**src/rtl/clkdiv_pkg.sv**
```systemverilog
`timescale 1ns/1ps
package clkdiv_pkg;
  localparam int CODE_W  = 4;
  localparam int RATIO_W = 3;
  typedef logic [CODE_W-1:0]  fcode_t;
  typedef logic [RATIO_W-1:0] ratio_t;
  localparam fcode_t RESET_CODE = '1;

  // frequency code to CPU cycles per output period
  function automatic ratio_t ratio_of(input fcode_t c);
    ratio_t r;
    case (c)
      4'hF, 4'hE, 4'hD, 4'h7, 4'h6, 4'h5: r = RATIO_W'(2);
      4'h1, 4'h0:                         r = RATIO_W'(4);
      default:                            r = RATIO_W'(3);
    endcase
    return r;
  endfunction
endpackage

```
**src/rtl/strap_latch.sv**
```systemverilog
`timescale 1ns/1ps
module strap_latch #(
  parameter int W = 4
) (
  input  logic         clk,
  input  logic         rst_n,
  input  logic [W-1:0] strap_i,
  output logic [W-1:0] strap_q
);
  // follows the pins while reset is held, frozen afterwards
  always_ff @(posedge clk) begin
    if (!rst_n) strap_q <= strap_i;
  end


  strap_frozen_chk: assert property (@(posedge clk) disable iff (!rst_n)
    $past(rst_n) |-> $stable(strap_q));
endmodule

```
**src/rtl/code_source.sv**
```systemverilog
`timescale 1ns/1ps
module code_source #(
  parameter int W = 4
) (
  input  logic         sel_sw,
  input  logic [W-1:0] strap_q,
  input  logic [W-1:0] sw_code,
  output logic [W-1:0] req_code,
  output logic [W-1:0] strap_rb
);
  always_comb begin
    req_code = sel_sw ? sw_code : strap_q;
    strap_rb = ~strap_q;
  end
endmodule

```
**src/rtl/ratio_divider.sv**
```systemverilog
`timescale 1ns/1ps
module ratio_divider
  import clkdiv_pkg::*;
(
  input  logic   clk,
  input  logic   rst_n,
  input  fcode_t req_code,
  output fcode_t code_o,
  output logic   div_clk_o
);
  fcode_t code_q;
  ratio_t cnt_q;
  ratio_t ratio_cur;
  ratio_t cnt_nxt;
  logic   period_end;
  logic   odd;
  logic   hi_p;
  logic   hi_n;
  logic [RATIO_W:0] half_pos;

  always_comb begin
    ratio_cur  = ratio_of(code_q);
    period_end = (cnt_q == ratio_cur - RATIO_W'(1));
    cnt_nxt    = cnt_q + RATIO_W'(1);
    half_pos   = {cnt_nxt, 1'b1};
    odd        = ratio_cur[0];
  end

  // rising-edge phase: count, adopt code at period boundary
  always_ff @(posedge clk or negedge rst_n) begin
    if (!rst_n) begin
      code_q <= RESET_CODE;
      cnt_q  <= RATIO_W'(1);
      hi_p   <= 1'b0;
    end else if (period_end) begin
      code_q <= req_code;
      cnt_q  <= '0;
      hi_p   <= 1'b1;
    end else begin
      cnt_q  <= cnt_nxt;
      hi_p   <= (half_pos < {1'b0, ratio_cur});
    end
  end

  // falling-edge retime extends odd ratios by half a cycle
  always_ff @(negedge clk or negedge rst_n) begin
    if (!rst_n) hi_n <= 1'b0;
    else        hi_n <= hi_p;
  end

  assign div_clk_o = hi_p | (odd & hi_n);
  assign code_o    = code_q;


  cnt_range_chk: assert property (@(posedge clk) disable iff (!rst_n)
    cnt_q < ratio_cur);

  start_high_chk: assert property (@(posedge clk) disable iff (!rst_n)
    (cnt_q == '0) |-> hi_p);

  rise_at_start_chk: assert property (@(posedge clk) disable iff (!rst_n)
    $rose(hi_p) |-> (cnt_q == '0));

  code_hold_chk: assert property (@(posedge clk) disable iff (!rst_n)
    !$stable(code_q) |-> $past(period_end));
endmodule

```
**src/rtl/clk_ratio_div.sv**
```systemverilog
`timescale 1ns/1ps
module clk_ratio_div
  import clkdiv_pkg::*;
(
  input  logic              clk_cpu_i,
  input  logic              por_n_i,
  input  logic [CODE_W-1:0] strap_i,
  input  logic [CODE_W-1:0] sw_code_i,
  input  logic              sw_sel_i,
  output logic              div_clk_o,
  output logic [CODE_W-1:0] code_o,
  output logic [CODE_W-1:0] strap_rb_o
);
  fcode_t strap_q;
  fcode_t req_code;

  strap_latch #(.W(CODE_W)) u_latch (
    .clk(clk_cpu_i), .rst_n(por_n_i), .strap_i(strap_i), .strap_q(strap_q)
  );

  code_source #(.W(CODE_W)) u_src (
    .sel_sw(sw_sel_i), .strap_q(strap_q), .sw_code(sw_code_i),
    .req_code(req_code), .strap_rb(strap_rb_o)
  );

  ratio_divider u_div (
    .clk(clk_cpu_i), .rst_n(por_n_i), .req_code(req_code),
    .code_o(code_o), .div_clk_o(div_clk_o)
  );
endmodule

```
**config.mk**
```make
export PLATFORM = sky130hd
export DESIGN_NAME = clk_ratio_div
export DESIGN_NICKNAME = d
export VERILOG_FILES = /design/src/rtl/clkdiv_pkg.sv /design/src/rtl/strap_latch.sv /design/src/rtl/code_source.sv /design/src/rtl/ratio_divider.sv /design/src/rtl/clk_ratio_div.sv
export SDC_FILE = /design/constraint.sdc
export NUM_CORES = 1
export LEC_CHECK = 0
export ABC_AREA = 1
export BUFFER_PORTS_ARGS = -buffer_cell sky130_fd_sc_hd__buf_2
export CAP_MARGIN = 20
export CORE_ASPECT_RATIO = 1.2
export CORE_MARGIN = 1.5
export CORE_UTILIZATION = 30
export CTS_CLUSTER_DIAMETER = 100
export CTS_CLUSTER_SIZE = 28
export DETAILED_ROUTE_END_ITERATION = 16
export PLACE_DENSITY = 0.62
export REMOVE_ABC_BUFFERS = 1
export SYNTH_ARGS = -nofsm -noshare
export SYNTH_HDL_FRONTEND = slang
export SYNTH_HIERARCHICAL = 1
export SYNTH_SLANG_ARGS = --single-unit
export TNS_END_PERCENT = 100
```
**constraint.sdc**
```tcl
create_clock -name clk_cpu_i -period 1.55 [get_ports clk_cpu_i]
set_clock_uncertainty 0.05 [all_clocks]
set_input_delay 0.31 -clock clk_cpu_i [delete_from_list [all_inputs] [get_ports clk_cpu_i]]
set_output_delay 0.31 -clock clk_cpu_i [all_outputs]
set_load 0.02 [all_outputs]
```
== Yosys cells after proc, flatten, opt, wreduce, memory -nomap -nowiden ==
Memories as Yosys holds them, arrays and structs flattened.
Index checks and enable logic that the tools add are counted.

* Bits in registers: 13
* Memory bits (read-only): 48
* Memories kept: 1

{| class="wikitable"
|+ Memory list
! name !! depth !! bits a word !! rd ports !! clocked after memory_dff !! wr ports !! RTL line !! source
|-
| (name not given) || 16 || 3 || 1 || 0 || 0 || clkdiv_pkg.sv:12 || <nowiki>case (c)</nowiki>
|}

* Bitwise operators: 3
* Add/subtract/negate cells: 2
* Order comparisons: 1
* Equal/unequal tests: 1
* Mux-type cells: 3

{| class="wikitable"
|+ Operator list
! operator !! number
|-
| 4-bit by 3-bit less-than comparator with 1-bit output || 1
|-
| 4-bit 2-to-1 mux || 1
|-
| 4-bit NOT || 1
|-
| 3-bit by 1-bit adder with 3-bit output (second input constant) || 1
|-
| 3-bit equality test || 1
|-
| 3-bit 2-to-1 mux || 1
|-
| 3-bit by 1-bit subtractor with 3-bit output (second input constant) || 1
|-
| 1-bit bitwise AND || 1
|-
| 1-bit 2-to-1 mux || 1
|-
| 1-bit bitwise OR || 1
|}

== Depth between registers and ports, before layout ==
Gate-level depths: netlist of run 1.
An unclocked memory read counts as a cell.

* Word-level depth: 4
* Depth in mapped cells: 12

== Cells and area by module ==
Netlist of run 1, hierarchy kept.

{| class="wikitable"
|+ By module, submodules not included
! module !! times used !! cells an instance !! area an instance (sq um)
|-
| ratio_divider || 1 || 57 || 515.5
|-
| strap_latch || 1 || 5 || 123.9
|-
| code_source || 1 || 17 || 63.8
|}

==> impl_metrics.json, run 1 <==
{
  "cts_root_buf": "clkbuf_4",
  "drt_iter0_drc": 1,
  "mostFrequentLayoutCell": "nand2_1",
  "r2r-start": "u_div/code_o[2]",
  "grt_pass1_vias": 610,
  "vias": 624,
  "power.density_cell_area_mw_per_mm2": 2680,
  "drc": 0,
  "ys_types": 21,
  "initial_utilization_pct": 31.1,
  "syn2layout_area_growth_pct": 44.0,
  "diodes": 0,
  "final_nets": 127,
  "p_leak_nw": 0.525,
  "p_seq_share_pct": 24.1,
  "cp-start-kind": "flip-flop",
  "ys_warn_count": 6,
  "clkPwrFrac_pct": 8.2,
  "setup_viol": 9,
  "worstMarginPinSlew_ns": 0.234,
  "synth_top_area_share_pct": 18.7,
  "syn_area_um2": 703,
  "n_fill_cell": 220,
  "gp_congestion": 0.694,
  "hold_violations": 0,
  "place_area_um2": 897,
  "grt_pass1_wl_um": 2550,
  "rows": 19,
  "clkSinkCount": 13,
  "cp-startpoint": "u_div/hi_n",
  "finalSetupTns_ns": -2.16,
  "switchingPower_mw": 1.24,
  "cp.required_ns": 1.19,
  "antenna_found_initial": 0,
  "max_stage_delay_ns": 0.33,
  "maxCapViolCount": 0,
  "dieArea_mm2": 0.00264,
  "slew_viol_final": 0,
  "clk_pin_slew_ns": 0.08,
  "synth_largest_area_cell": "dfstp_2",
  "synth-seq-cells": 13,
  "slowest_stage": "dfrtn_1",
  "finalWorstSetupSlack_ns": -0.531,
  "synth.avg_cell_area_um2": 8.90,
  "rsz0062_at_grt": "yes",
  "multi_input_area_um2": 342,
  "ios": 20,
  "seqCellArea_um2": 352,
  "path_class": "flip-flop to output pin",
  "viasPerCell": 4.36,
  "combPwrFrac_pct": 67.7,
  "clk_path_buf_depth": 2,
  "grt.total_usage_pct": 14.1,
  "layout_common_cells": "nand2_1 (19), buf_2 (18), inv_1 (10)",
  "core_mm2": 0.00226,
  "hp-class": "input port to flip-flop",
  "postLayoutCellArea_mm2": 0.00101,
  "relSlewSlack_pct": 84.3,
  "pre_cts_ws_ns": -0.277,
  "synth_seq_area_share_pct": 50.0,
  "drt-pass1-iter-count": 3,
  "grt_max_degree": 11,
  "wl_per_cell_um": 10.3,
  "violations": "negative setup slack",
  "critPathMaxFanout": 1,
  "swShare_pct": 45.9,
  "cts_tree": "done",
  "netlist_instances": 79,
  "dpl.hpwl_um": 1070,
  "synthTopCellsByArea": "dfstp_2 (19%), edfxtp_1 (17%), nand2_1 (14%)",
  "power.internal_mw": 1.47,
  "ir_worst_vdd_uv": 877,
  "fp.dieW_um": 47.2,
  "crit_path_cell_trace": "a31o_2 -> buf_6",
  "grt-ovfl-total": 0,
  "drive_gt1_share_pct": 58.0,
  "fin_util_pct": 44.8,
  "die_h_um": 56.0,
  "hp-start": "strap_i[0]",
  "clk_latency_ns": 0.28,
  "numCtsBuffers": 3,
  "end_kind": "output pin",
  "critical_path_arrival_ns": 1.72,
  "numPortBuffers": 19,
  "drtAntennaViolNets": 0,
  "cts_max_level": 1,
  "outcome": "complete, but fails checks",
  "routed_wl_um": 1470
}
-- cells in the mapped netlist, drive strengths merged --
| cell | number |
|---|---|
| xnor2 | 1 |
| dfrtn | 1 |
| a21boi | 1 |
| nand3 | 2 |
| inv | 17 |
| dfrtp | 3 |
| nand2 | 30 |
| a31o | 1 |
| edfxtp | 4 |
| nand4 | 4 |
| nor2 | 5 |
| dfstp | 5 |
| o21ai | 2 |
| ha | 3 |
-- path summary, 6_finish.rpt --
path / depth (start not counted) / to / slack, ns
hold reg to reg: 2 / u_div/code_o[1] / 0.45
setup reg to reg: 11 / u_div/cnt_q[2] / -0.25
setup / recovery: 2 / div_clk_o / -0.53
min in group asynchronous: 2 / u_div/cnt_q[2] / 0.35
max in group asynchronous: 2 / u_div/hi_n / 0.22
hold / removal: 1 / u_latch/strap_q[0] / 0.15
-- timing repair --
action | CTS | global route
endpoints found under the hold margin | 3 | 0
gates resized for setup | 14 | 13
pin swaps | 14 | 7
cloned | 0 | 0
hold buffers | 1 | 0
endpoints found under the setup margin | 9 | 9
setup buffers | 1 | 0
-- metal layers --
layer	GRT usage (%)	wire, um
met1	16.0	599
met5	0	0
met2	20.4	732
met3	3.57	67
met4	13.1	72
-- cell families (layout without fill, tap and decap cells) --
| group | Yosys count | after routing | share of synthesized area [%] |
|---|---|---|---|
| flops | 13 | 13 | 50.0 |
| fa+ha+maj | 3 | 3 | 5.34 |
| compound gates | 4 | 4 | 4.27 |
| xor+xnor | 1 | 1 | 1.25 |
| simple gates | 41 | 41 | 30.1 |
| buf+inv | 17 | 50 | 9.07 |
-- power by group through the flow --
stage / Sequential [mW] / Clock (mW) / Combinational [mW]
5_1_grt: 0.669 / 0.251 / 2.06
6_report: 0.652 / 0.223 / 1.83
2_1_floorplan: 0.702 / 0 / 0.881
3_3_place_gp: 0.634 / 0 / 1.36
3_5_place_dp: 0.640 / 0 / 1.40
4_1_cts: 0.647 / 0.223 / 1.65
-- flip-flops by register name, indices dropped and copies added, names as in the netlist --
| signal | cells |
|---|---|
| u_div/code_o | 4 |
| u_latch/strap_q | 4 |
| u_div/cnt_q | 3 |
| u_div/hi_n | 1 |
| u_div/hi_p | 1 |
-- worst max-delay path: cells and delay by family, from the launching register on --
kind | cells | cell delay, ns
AO/OA/AOI/OAI | 1 | 0.20
buffers and inverters | 1 | 0.13
flip-flops | 1 | 0.33
-- area by class of cell --
type / instances / area share (%)
clock buffers: 4 / 2.60
inverters: 17 / 7.05
multi-input cells: 49 / 33.7
flip-flops and latches: 13 / 34.7
well taps: 31 / 3.83
repair buffers: 29 / 18.0
-- per-stage QoR --
| stage | hold slack [ns] | std cells | power, mW |
|---|---|---|---|
| floorplan | -0.0356 | 79 | 1.58 |
| global placement | 0.127 | 137 | 1.99 |
| detailed placement | 0.130 | 137 | 2.04 |
| CTS | 0.146 | 143 | 2.52 |
| global route | 0.128 | 143 | 2.98 |
| finish | 0.149 | 143 | 2.71 |
Note: power is estimated with default switching activity, not from simulation.
==> run 2: changes to the inputs <==
BUFFER_PORTS_ARGS = -buffer_cell sky130_fd_sc_hd__clkbuf_2   (was -buffer_cell sky130_fd_sc_hd__buf_2)
==> run 2 against run 1 <==
Global-route usage decreased by 1.5 points. Clock-buffer cell count unchanged. Via count decreased by 1.4%. Sequential power increased by 3%. The run still ends with negative setup slack left. Highest routed layer unchanged.
==> impl_metrics.json, run 2 (synthesized netlist as in run 1, its figures left out) <==
{
  "rr_worst_depth": 11,
  "drc": 0,
  "slew_viol_final": 0,
  "routed_wl_um": 1460,
  "ios": 20,
  "dieArea_mm2": 0.00264,
  "hold_violations": 0,
  "clk_latency_ns": 0.27,
  "gp_congestion": 0.715,
  "grt-ovfl-total": 0,
  "drtAntennaViolNets": 0,
  "wl_per_cell_um": 10.1,
  "mostFrequentLayoutCell": "clkbuf_2",
  "grt_max_degree": 11,
  "finalWorstSetupSlack_ns": -0.524,
  "setup_viol": 9,
  "antenna_found_initial": 0,
  "rsz0062_at_grt": "yes",
  "cts_max_level": 1,
  "fp.dieW_um": 47.2,
  "ir_worst_vdd_uv": 836,
  "drt_iter0_drc": 6,
  "pre_cts_ws_ns": -0.271,
  "cp.required_ns": 1.19,
  "end_kind": "output pin",
  "multi_input_area_um2": 348,
  "cts_tree": "done",
  "violations": "negative setup slack",
  "min_path_cells": 1,
  "dpl.hpwl_um": 1060,
  "n_fill_cell": 231,
  "hp-class": "input port to flip-flop",
  "grt.total_usage_pct": 12.6,
  "maxCapViolCount": 0,
  "whs_ns": 0.156,
  "outcome": "complete, but fails checks",
  "finalSetupTns_ns": -2.15,
  "vias": 615,
  "max_stage_delay_ns": 0.33,
  "relSlewSlack_pct": 83.6,
  "p_total_mw": 2.69,
  "worstMarginPinSlew_ns": 0.245,
  "layout_common_cells": "clkbuf_2 (18), nand2_1 (16), nand2_2 (11)",
  "fin_util_pct": 45.5,
  "critPathMaxFanout": 1,
  "initial_utilization_pct": 31.1,
  "drt-pass1-iter-count": 2,
  "rows": 19,
  "viasPerCell": 4.27,
  "die_h_um": 56.0,
  "path_class": "flip-flop to output pin",
  "core_mm2": 0.00226,
  "drive_gt1_share_pct": 58.4,
  "grt_pass1_wl_um": 2270,
  "critical_path_arrival_ns": 1.71,
  "final_nets": 128,
  "diodes": 0,
  "power.density_cell_area_mw_per_mm2": 2620,
  "crit_path_cell_trace": "a31o_2 -> buf_8",
  "clk_pin_slew_ns": 0.08,
  "numPortBuffers": 19,
  "cp-start-kind": "flip-flop",
  "seqCellArea_um2": 352,
  "cts_root_buf": "clkbuf_4",
  "p_leak_nw": 0.533,
  "numCtsBuffers": 3,
  "clkSinkCount": 13,
  "syn2layout_area_growth_pct": 46.1,
  "clk_path_buf_depth": 2,
  "slowest_stage": "dfrtn_1",
  "grt_pass1_vias": 551
}
[run 2: cell count changes in the layout (fill, tap and decap cells not counted), sizes merged]
cell | before | now
buf | 28 | 11
clkbuf | 4 | 22
[run 2: metrics by stage]
step / cell area, um2 / cells
2_1_floorplan: 703 / 79
5_1_grt: 1030 / 144
6_report: 1030 / 144
3_3_place_gp: 897 / 137
3_5_place_dp: 897 / 137
4_1_cts: 983 / 144
[run 2: path summary, 6_finish.rpt]
path,endpoint,from,slack (ns)
worst max-delay path,div_clk_o,u_div/hi_n,-0.52
worst min-delay path,u_latch/strap_q[1],strap_i[1],0.16
worst max register to register,u_div/cnt_q[2],u_div/code_o[2],-0.25
worst min register to register,u_div/code_o[1],u_div/code_o[1],0.47
max in group asynchronous,u_div/hi_n,por_n_i,0.18
min in group asynchronous,u_div/hi_p,por_n_i,0.38
[run 2: final cells by class]
type	instances	share of cell area, %
clock buffer	4	2.56
inverter	17	6.70
multi-input combinational	49	33.9
sequential	13	34.2
tap	31	3.78
timing repair buffer	30	18.9
[run 2: timing repair]
item,4_1_cts,5_1_grt
buffers inserted,2,0
hold buffers,1,0
setup endpoints to repair,9,9
hold endpoints to repair,3,0
resized for setup,11,16
pin swaps,16,8
cloned,0,0
[run 2: power breakdown]
part / total (mW) / internal (mW) / leakage, nW / switching [mW]
logic: 1.82 / 0.837 / 0.378 / 0.980
clock network: 0.209 / 0.0998 / 0.0150 / 0.109
registers: 0.669 / 0.544 / 0.141 / 0.125
[run 2: per-layer routing]
metal  up-vias  GRT usage (%)  share of wire, %
met2        15           19.2                53
met5         -              0                 0
met3         4           4.22               4.3
li1        312              -                 -
met4         0           9.52               3.0
met1       284           13.6                40
[run 2: critical path: cells and delay by family, from the launching register on]
| family | cells | cell delay [ns] |
|---|---|---|
| buffers and inverters | 1 | 0.13 |
| flip-flops | 1 | 0.33 |
| AO/OA/AOI/OAI | 1 | 0.21 |
